**config.mk**
```make
export PLATFORM = sky130hd
export DESIGN_NAME = fuse_prog_seq
export DESIGN_NICKNAME = d
export VERILOG_FILES = /design/src/rtl/fps_pkg.sv /design/src/rtl/fps_phase_timer.sv /design/src/rtl/fps_shifter.sv /design/src/rtl/fuse_prog_seq.sv
export SDC_FILE = /design/constraint.sdc
export NUM_CORES = 1
export LEC_CHECK = 0
export ABC_AREA = 0
export BUFFER_PORTS_ARGS = -buffer_cell sky130_fd_sc_hd__buf_2
export CAP_MARGIN = 20
export CORE_MARGIN = 2
export CORE_UTILIZATION = 54
export DETAILED_ROUTE_END_ITERATION = 16
export HOLD_SLACK_MARGIN = 0.05
export PLACE_DENSITY_LB_ADDON = 0.1
export SLEW_MARGIN = 5
export SYNTH_ARGS = -nofsm -noshare
export SYNTH_HDL_FRONTEND = slang
export SYNTH_SLANG_ARGS = --single-unit
export TNS_END_PERCENT = 5
```
**constraint.sdc**
```tcl
create_clock -name clk -period 6.06 [get_ports clk]
set_input_delay 1.212 -clock clk [delete_from_list [all_inputs] [get_ports clk]]
set_output_delay 1.212 -clock clk [all_outputs]
set_load 0.02 [all_outputs]
```
**src/rtl/fps_pkg.sv**
```systemverilog
package fps_pkg;
  localparam int TIM_W = 22;

  // packed timing word: read width [21:16], relax [15:12], program width [11:0]
  typedef struct packed {
    logic [5:0]  rd_w;
    logic [3:0]  relax;
    logic [11:0] prog_w;
  } fps_timing_t;

  typedef enum logic [2:0] {
    S_IDLE,
    S_RD_GAP,
    S_RD_STB,
    S_BIT_GAP,
    S_BIT_STB,
    S_POST
  } fps_state_e;
endpackage

```
**src/rtl/fps_phase_timer.sv**
```systemverilog
module fps_phase_timer #(
  parameter int CNT_W = 12
) (
  input  logic             clk,
  input  logic             rst_n,
  input  logic             load_i,
  input  logic [CNT_W-1:0] val_i,
  output logic             zero_o
);
  logic [CNT_W-1:0] cnt_q, cnt_n;
  logic             cnt_en;

  always_comb begin
    cnt_en = load_i || (cnt_q != '0);
    cnt_n  = load_i ? val_i : cnt_q - 1'b1;
  end

  always_ff @(posedge clk or negedge rst_n) begin
    if (!rst_n)      cnt_q <= '0;
    else if (cnt_en) cnt_q <= cnt_n;
  end

  assign zero_o = (cnt_q == '0);
endmodule

```
**src/rtl/fps_shifter.sv**
```systemverilog
module fps_shifter #(
  parameter int WORD_W = 32,
  localparam int IDX_W = $clog2(WORD_W)
) (
  input  logic              clk,
  input  logic              rst_n,
  input  logic              load_i,
  input  logic [WORD_W-1:0] load_val_i,
  input  logic              shift_i,
  output logic              lsb_o,
  output logic [IDX_W-1:0]  idx_o,
  output logic              last_o
);
  logic [WORD_W-1:0] sh_q, sh_n;
  logic [IDX_W-1:0]  idx_q, idx_n;
  logic              en;

  assign last_o = (idx_q == IDX_W'(WORD_W - 1));

  always_comb begin
    en    = load_i || shift_i;
    sh_n  = sh_q;
    idx_n = idx_q;
    if (load_i) begin
      sh_n  = load_val_i;
      idx_n = '0;
    end else if (shift_i) begin
      sh_n  = {1'b0, sh_q[WORD_W-1:1]};
      idx_n = last_o ? '0 : idx_q + 1'b1;
    end
  end

  always_ff @(posedge clk or negedge rst_n) begin
    if (!rst_n) begin
      sh_q  <= '0;
      idx_q <= '0;
    end else if (en) begin
      sh_q  <= sh_n;
      idx_q <= idx_n;
    end
  end

  assign lsb_o = sh_q[0];
  assign idx_o = idx_q;

  // zero fill - once the final slot shifts out, nothing is left to burn
  a_r4_zero_fill: assert property (@(posedge clk) disable iff (!rst_n)
    (shift_i && last_o && !load_i) |=> (sh_q == '0));
endmodule

```
**src/rtl/fuse_prog_seq.sv**
```systemverilog
module fuse_prog_seq
  import fps_pkg::*;
#(
  parameter int ADDR_W  = 6,
  parameter int WORD_W  = 32,
  parameter int CLK_MHZ = 250
) (
  input  logic                       clk,
  input  logic                       rst_n,
  input  logic                       start_i,
  input  logic [ADDR_W-1:0]          addr_i,
  input  logic [WORD_W-1:0]          data_i,
  input  logic [TIM_W-1:0]           timing_i,
  input  logic [WORD_W-1:0]          fuse_rdata_i,
  output logic [ADDR_W-1:0]          fuse_addr_o,
  output logic [$clog2(WORD_W)-1:0]  fuse_bit_o,
  output logic                       fuse_prog_o,
  output logic                       fuse_rd_o,
  output logic                       busy_o,
  output logic                       done_o
);
  localparam int POST_CYC = 2 * CLK_MHZ;
  localparam int CNT_W    = (POST_CYC > 4096) ? $clog2(POST_CYC) : 12;
  localparam int IDX_W    = $clog2(WORD_W);

  fps_state_e        state_q, state_n;
  logic [ADDR_W-1:0] addr_q;
  logic [WORD_W-1:0] data_q;
  fps_timing_t       tim_q, tim_in;
  logic              done_q, done_n;
  logic              accept;

  logic              t_load, t_zero;
  logic [CNT_W-1:0]  t_val;
  logic              cap, shift, cur_bit, last_bit;
  logic [IDX_W-1:0]  idx;
  logic [CNT_W-1:0]  relax_in, relax_len, rd_len, pg_len;

  assign tim_in    = fps_timing_t'(timing_i);
  assign accept    = (state_q == S_IDLE) && start_i;
  assign relax_in  = CNT_W'(tim_in.relax);
  assign relax_len = CNT_W'(tim_q.relax);
  assign rd_len    = (tim_q.rd_w == '0)   ? '0 : CNT_W'(tim_q.rd_w - 6'd1);
  assign pg_len    = (tim_q.prog_w == '0) ? '0 : CNT_W'(tim_q.prog_w - 12'd1);

  fps_phase_timer #(.CNT_W(CNT_W)) u_timer (
    .clk    (clk),
    .rst_n  (rst_n),
    .load_i (t_load),
    .val_i  (t_val),
    .zero_o (t_zero)
  );

  fps_shifter #(.WORD_W(WORD_W)) u_shift (
    .clk        (clk),
    .rst_n      (rst_n),
    .load_i     (cap),
    .load_val_i (data_q & ~fuse_rdata_i),
    .shift_i    (shift),
    .lsb_o      (cur_bit),
    .idx_o      (idx),
    .last_o     (last_bit)
  );

  // next-state logic
  always_comb begin
    state_n = state_q;
    t_load  = 1'b0;
    t_val   = '0;
    cap     = 1'b0;
    shift   = 1'b0;
    done_n  = 1'b0;
    unique case (state_q)
      S_IDLE: if (start_i) begin
        state_n = S_RD_GAP; t_load = 1'b1; t_val = relax_in;
      end
      S_RD_GAP: if (t_zero) begin
        state_n = S_RD_STB; t_load = 1'b1; t_val = rd_len;
      end
      S_RD_STB: if (t_zero) begin
        state_n = S_BIT_GAP; t_load = 1'b1; t_val = relax_len; cap = 1'b1;
      end
      S_BIT_GAP: if (t_zero) begin
        state_n = S_BIT_STB; t_load = 1'b1; t_val = pg_len;
      end
      S_BIT_STB: if (t_zero) begin
        shift  = 1'b1;
        t_load = 1'b1;
        if (last_bit) begin
          state_n = S_POST; t_val = CNT_W'(POST_CYC - 1);
        end else begin
          state_n = S_BIT_GAP; t_val = relax_len;
        end
      end
      S_POST: if (t_zero) begin
        state_n = S_IDLE; done_n = 1'b1;
      end
      default: state_n = S_IDLE;
    endcase
  end

  // registers
  always_ff @(posedge clk or negedge rst_n) begin
    if (!rst_n) begin
      state_q <= S_IDLE;
      done_q  <= 1'b0;
    end else begin
      state_q <= state_n;
      done_q  <= done_n;
    end
  end

  always_ff @(posedge clk or negedge rst_n) begin
    if (!rst_n) begin
      addr_q <= '0;
      data_q <= '0;
      tim_q  <= '0;
    end else if (accept) begin
      addr_q <= addr_i;
      data_q <= data_i;
      tim_q  <= tim_in;
    end
  end

  assign fuse_addr_o = addr_q;
  assign fuse_bit_o  = idx;
  assign fuse_rd_o   = (state_q == S_RD_STB);
  assign fuse_prog_o = (state_q == S_BIT_STB) && cur_bit;
  assign busy_o      = (state_q != S_IDLE);
  assign done_o      = done_q;

  // strobes exclusive
  a_r10_one_strobe: assert property (@(posedge clk) disable iff (!rst_n)
    !(fuse_rd_o && fuse_prog_o));
  // quiet while idle
  a_r10_idle_quiet: assert property (@(posedge clk) disable iff (!rst_n)
    !busy_o |-> (!fuse_rd_o && !fuse_prog_o));
  // done only once busy has dropped, and only for one cycle
  a_r8_done_idle: assert property (@(posedge clk) disable iff (!rst_n)
    done_o |-> !busy_o);
  a_r8_done_single: assert property (@(posedge clk) disable iff (!rst_n)
    done_o |=> !done_o);
  // address held for the whole operation
  a_r9_addr_hold: assert property (@(posedge clk) disable iff (!rst_n)
    (busy_o && $past(busy_o)) |-> $stable(fuse_addr_o));
  // a strobe never starts on a bit that already reads blown
  a_r3_no_reburn: assert property (@(posedge clk) disable iff (!rst_n)
    $rose(fuse_prog_o) |-> !fuse_rdata_i[fuse_bit_o]);
endmodule

```
==> results.md <==
- Status: completed
- Critical path's top delay family: simple AND/OR/NAND/NOR gates
- Post-place setup slack: between 2 and 3 ns
- Antenna diodes: 0
- # nets final: 806
- Clock sinks: between 100 and 150
- GRT overflow: 0
- Number of gates resized after CTS: 0
- GRT Overall Usage: 24.7%
- Post-synthesis mux area share: slightly below 6%
- Final Hold Fails: 0
- I/O pin cnt: 110
- Synth Area in Compound Gates: under 10%
- Sw frac: approximately a quarter
- Finished Layout Cells: ~850
- Element type at the critical path end: register
- Fin crit period: approximately 3.3 ns
- Hpwl dp: 8.56 mm
- HP Class: reg -> reg
- CP Class: reg -> reg
- Utilization after layout: roughly 67%
- Root Driver: clkbuf_8
- Clock network power share: between 40% and 50%
- Cts bufs inserted: 17
- Combinational Power Share: 14.7%
- Tot Pwr: ~0.0023 W
- # DRC: 0
- Final GP Congestion: between 0.8 and 0.9
- Chip width: 105 um
- Area of the mapped netlist: ~0.0056 mm^2
- Cell total after placement: approximately 820
- Core area: 0.0101 mm^2
- CTS tree: yes
- P_int: 0.00170 W
- Post-CTS Setup Inserts: 0
- H-Tree Depth: 4
- Synth Area in Simple Gates: ~26%
- Worst vdd rail ir drop: ~0.00018 V
- Max-cap violations: 0
- IO buf count: between 100 and 150
- Total number of vias: about 4600
- Net Count, Synth: around 700
- P_leak: 3.35 nW
- Starting density of the core: 54.8%
- Slew @ Worst Pin: between 0.9 and 1 ns
- Clock buffer depth: 2
- Rows: 37
- Mean post-synth cell area: 9.25 um^2
- Number of global-route vias before repair: around 4700
- Slew Limit Headroom: a little over a third
- Cells after Synth: 600
- Final Max Slew Viols: 0
- Number of synthesized flops with an enable pin: 0
- Final worst slack: about 2.8 ns
- Worst EP arrival: roughly 3.7 ns
- Max Fclk: around 300 MHz
- TNS Setup: 0 ns
- Routed len/inst: 15.0 um
- Switch Pwr: around 0.0006 W
- DR pass1 iterations: 5
- Worst path max stage delay: slightly above 0.9 ns
- DR iter-0 viols: 234
- Area grow syn2layout: 23.1%
- Clock-pin transition on the worst setup and hold timing paths: roughly 0.060 ns
- Main synth FF type: dfrtp_1
- Clock skew: between 0.01 and 0.015 ns
- Startpoint Class: register
- Power density cells: around 340 mW/mm^2
- Layout cell share with drive strength beyond 1: between 20% and 30%
- Synth Warn #: 0
- Initial antenna violation count: 0
- Crit share post-route: between 50% and 60%
- Vias per cell: approximately 5.4
- Synth Area in Adders: 1.80%
- Die ar.: between 0.01 and 0.015 mm^2
- Largest net degree at the start of global routing: ~70
- Sequential share of power: between 40% and 50%
- Antenna viol nets, final: 0
- WP data required: 6.44 ns
- Slowest-stage cell, CP: nor3_2
- RSZ-0062 raised after global routing: no
- FFs w/ async S/R, synth: 100%
- Largest family of logic cells by synthesized area: simple AND/OR/NAND/NOR gates
- Worst-Skew Late Latency: just over 0.5 ns
- XOR/XNOR Fraction of Synth Area: between 3 and 4%
- Worst path bufs/invs: 2
- Worst Path Max Fanout: 19
- Post-Route WL: between 10 and 15 mm
- Final setup violation count: 0
- Chip height: around 110 um
- Register area share after synthesis: approximately half
- First-pass GRT wire length: ~22 mm
- Synthesized flop and latch total: between 100 and 150
- Distinct cells, synth: about 50
- Cts hold-fix bufs: 0
- Cells along the critical path: inv_1, ha_1, nor2b_1, nand4_1, nor3_2, buf_4, nor2_1, a221o_1
[registers in the layout, summed over array words and instances (netlist names)]
register	count
done_o	1
data_q	32
u_shift.idx_o	5
fuse_addr_o	6
relax_len	4
u_timer.cnt_q	12
u_shift.sh_q	32
state_q	3
tim_q	18
[cells in the mapped netlist, types with 2 or more instances]
cell type  instances  area [um^2]
nand2_1          181          679
nor4_1             5         31.3
and3_1             3         18.8
or3_1              5         31.3
buf_1              4         15.0
xor2_1             9         78.8
o22ai_1            2         12.5
nor2_1            25         93.8
xnor2_1           13          114
dfrtp_1          113         2830
a22oi_1            2         15.0
clkbuf_1          22         82.6
nor3b_1            2         15.0
nand3b_1          32          240
nand3_1            8         40.0
a31oi_1            2         12.5
o31a_1             2         17.5
a22o_1             2         17.5
a32o_1             3         30.0
a2bb2oi_1          2         17.5
nand4_1            3         18.8
o21ai_0           42          210
mux2i_1           32          320
nand2b_1          12         75.1
nor3_1            10         50.1
a221oi_1           5         43.8
ha_1               8          100
buf_2              3         15.0
a21oi_1           13         65.1
o221ai_1           3         26.3
nor2b_1            3         18.8
inv_1              9         33.8
or2_2              2         12.5
[cells in the final DEF, fill, tap and decap left out, types with 6 or more instances in the layout]
cell / netlist / layout
nor3_1: 10 / 9
inv_1: 9 / 9
xor2_1: 9 / 9
ha_1: 8 / 8
nand3b_1: 32 / 32
nor2_1: 25 / 24
nand2_1: 181 / 181
nand3_1: 8 / 8
o21ai_0: 42 / 42
nand2b_1: 12 / 12
clkbuf_16: 0 / 16
mux2i_1: 32 / 32
dfrtp_1: 113 / 113
a21oi_1: 13 / 13
buf_2: 3 / 108
clkbuf_8: 0 / 6
xnor2_1: 13 / 13
[metal layers]
metal	global-route usage, %	vias to the layer above	share of wire [%]
met1	33.5	2194	46
li1	-	2256	-
met2	38.2	138	47
met3	6.25	16	5.5
met5	0	-	0
met4	9.62	0	1.4
[through the flow]
step	hold slack (ns)	area, um^2
2_1_floorplan	0.439	5550
3_3_place_gp	0.454	6180
3_5_place_dp	0.458	6200
4_1_cts	0.471	6820
5_1_grt	0.491	6840
6_report	0.467	6840
[worst reg2reg max path: cells and delay by family, from the launching register on]
family / cells / cell delay, ns
AOI/OAI and AO/OA: 1 / 0.31
buffers and inverters: 2 / 0.48
adders and majority gates: 1 / 0.14
DFF: 1 / 0.39
and+or+nand+nor: 4 / 1.87
[cell type report]
cell class,instances,area (um^2)
fill,824,3300
sequential,113,2830
multi-input combinational,447,2570
timing repair buffer,115,618
clock buffer,23,487
tap,136,170
clock inverter,9,128
inverter,9,33.8
[cell families (layout without fill, tap and decap cells)]
family | Yosys count | in the layout
buf+inv | 40 | 156
mux | 32 | 32
fa+ha+maj | 8 | 8
simple gates | 300 | 300
compound gates | 85 | 85
flops | 113 | 113
xor+xnor | 22 | 22
[path summary, 6_finish.rpt]
path / from / to / depth (start not counted) / slack, ns
worst max register to register: u_timer.cnt_q[1] / u_shift.sh_q[0] / 8 / 2.75
worst min-delay path: fuse_addr_o[5] / fuse_addr_o[5] / 2 / 0.47
worst min register to register: fuse_addr_o[5] / fuse_addr_o[5] / 2 / 0.47
min in group asynchronous: rst_n / u_timer.cnt_q[10] / 1 / 0.70
worst max-delay path: u_timer.cnt_q[1] / u_shift.sh_q[0] / 8 / 2.75
max in group asynchronous: rst_n / data_q[23] / 2 / 4.07
[power groups by stage]
stage,logic (W),registers [W],clock network [W]
3_3_place_gp,0.000325,0.000960,0
5_1_grt,0.000386,0.000969,0.00107
6_report,0.000339,0.000954,0.00101
2_1_floorplan,0.000229,0.000951,0
4_1_cts,0.000340,0.000954,0.00103
3_5_place_dp,0.000335,0.000966,0
Power figures use the tool's default switching activity.
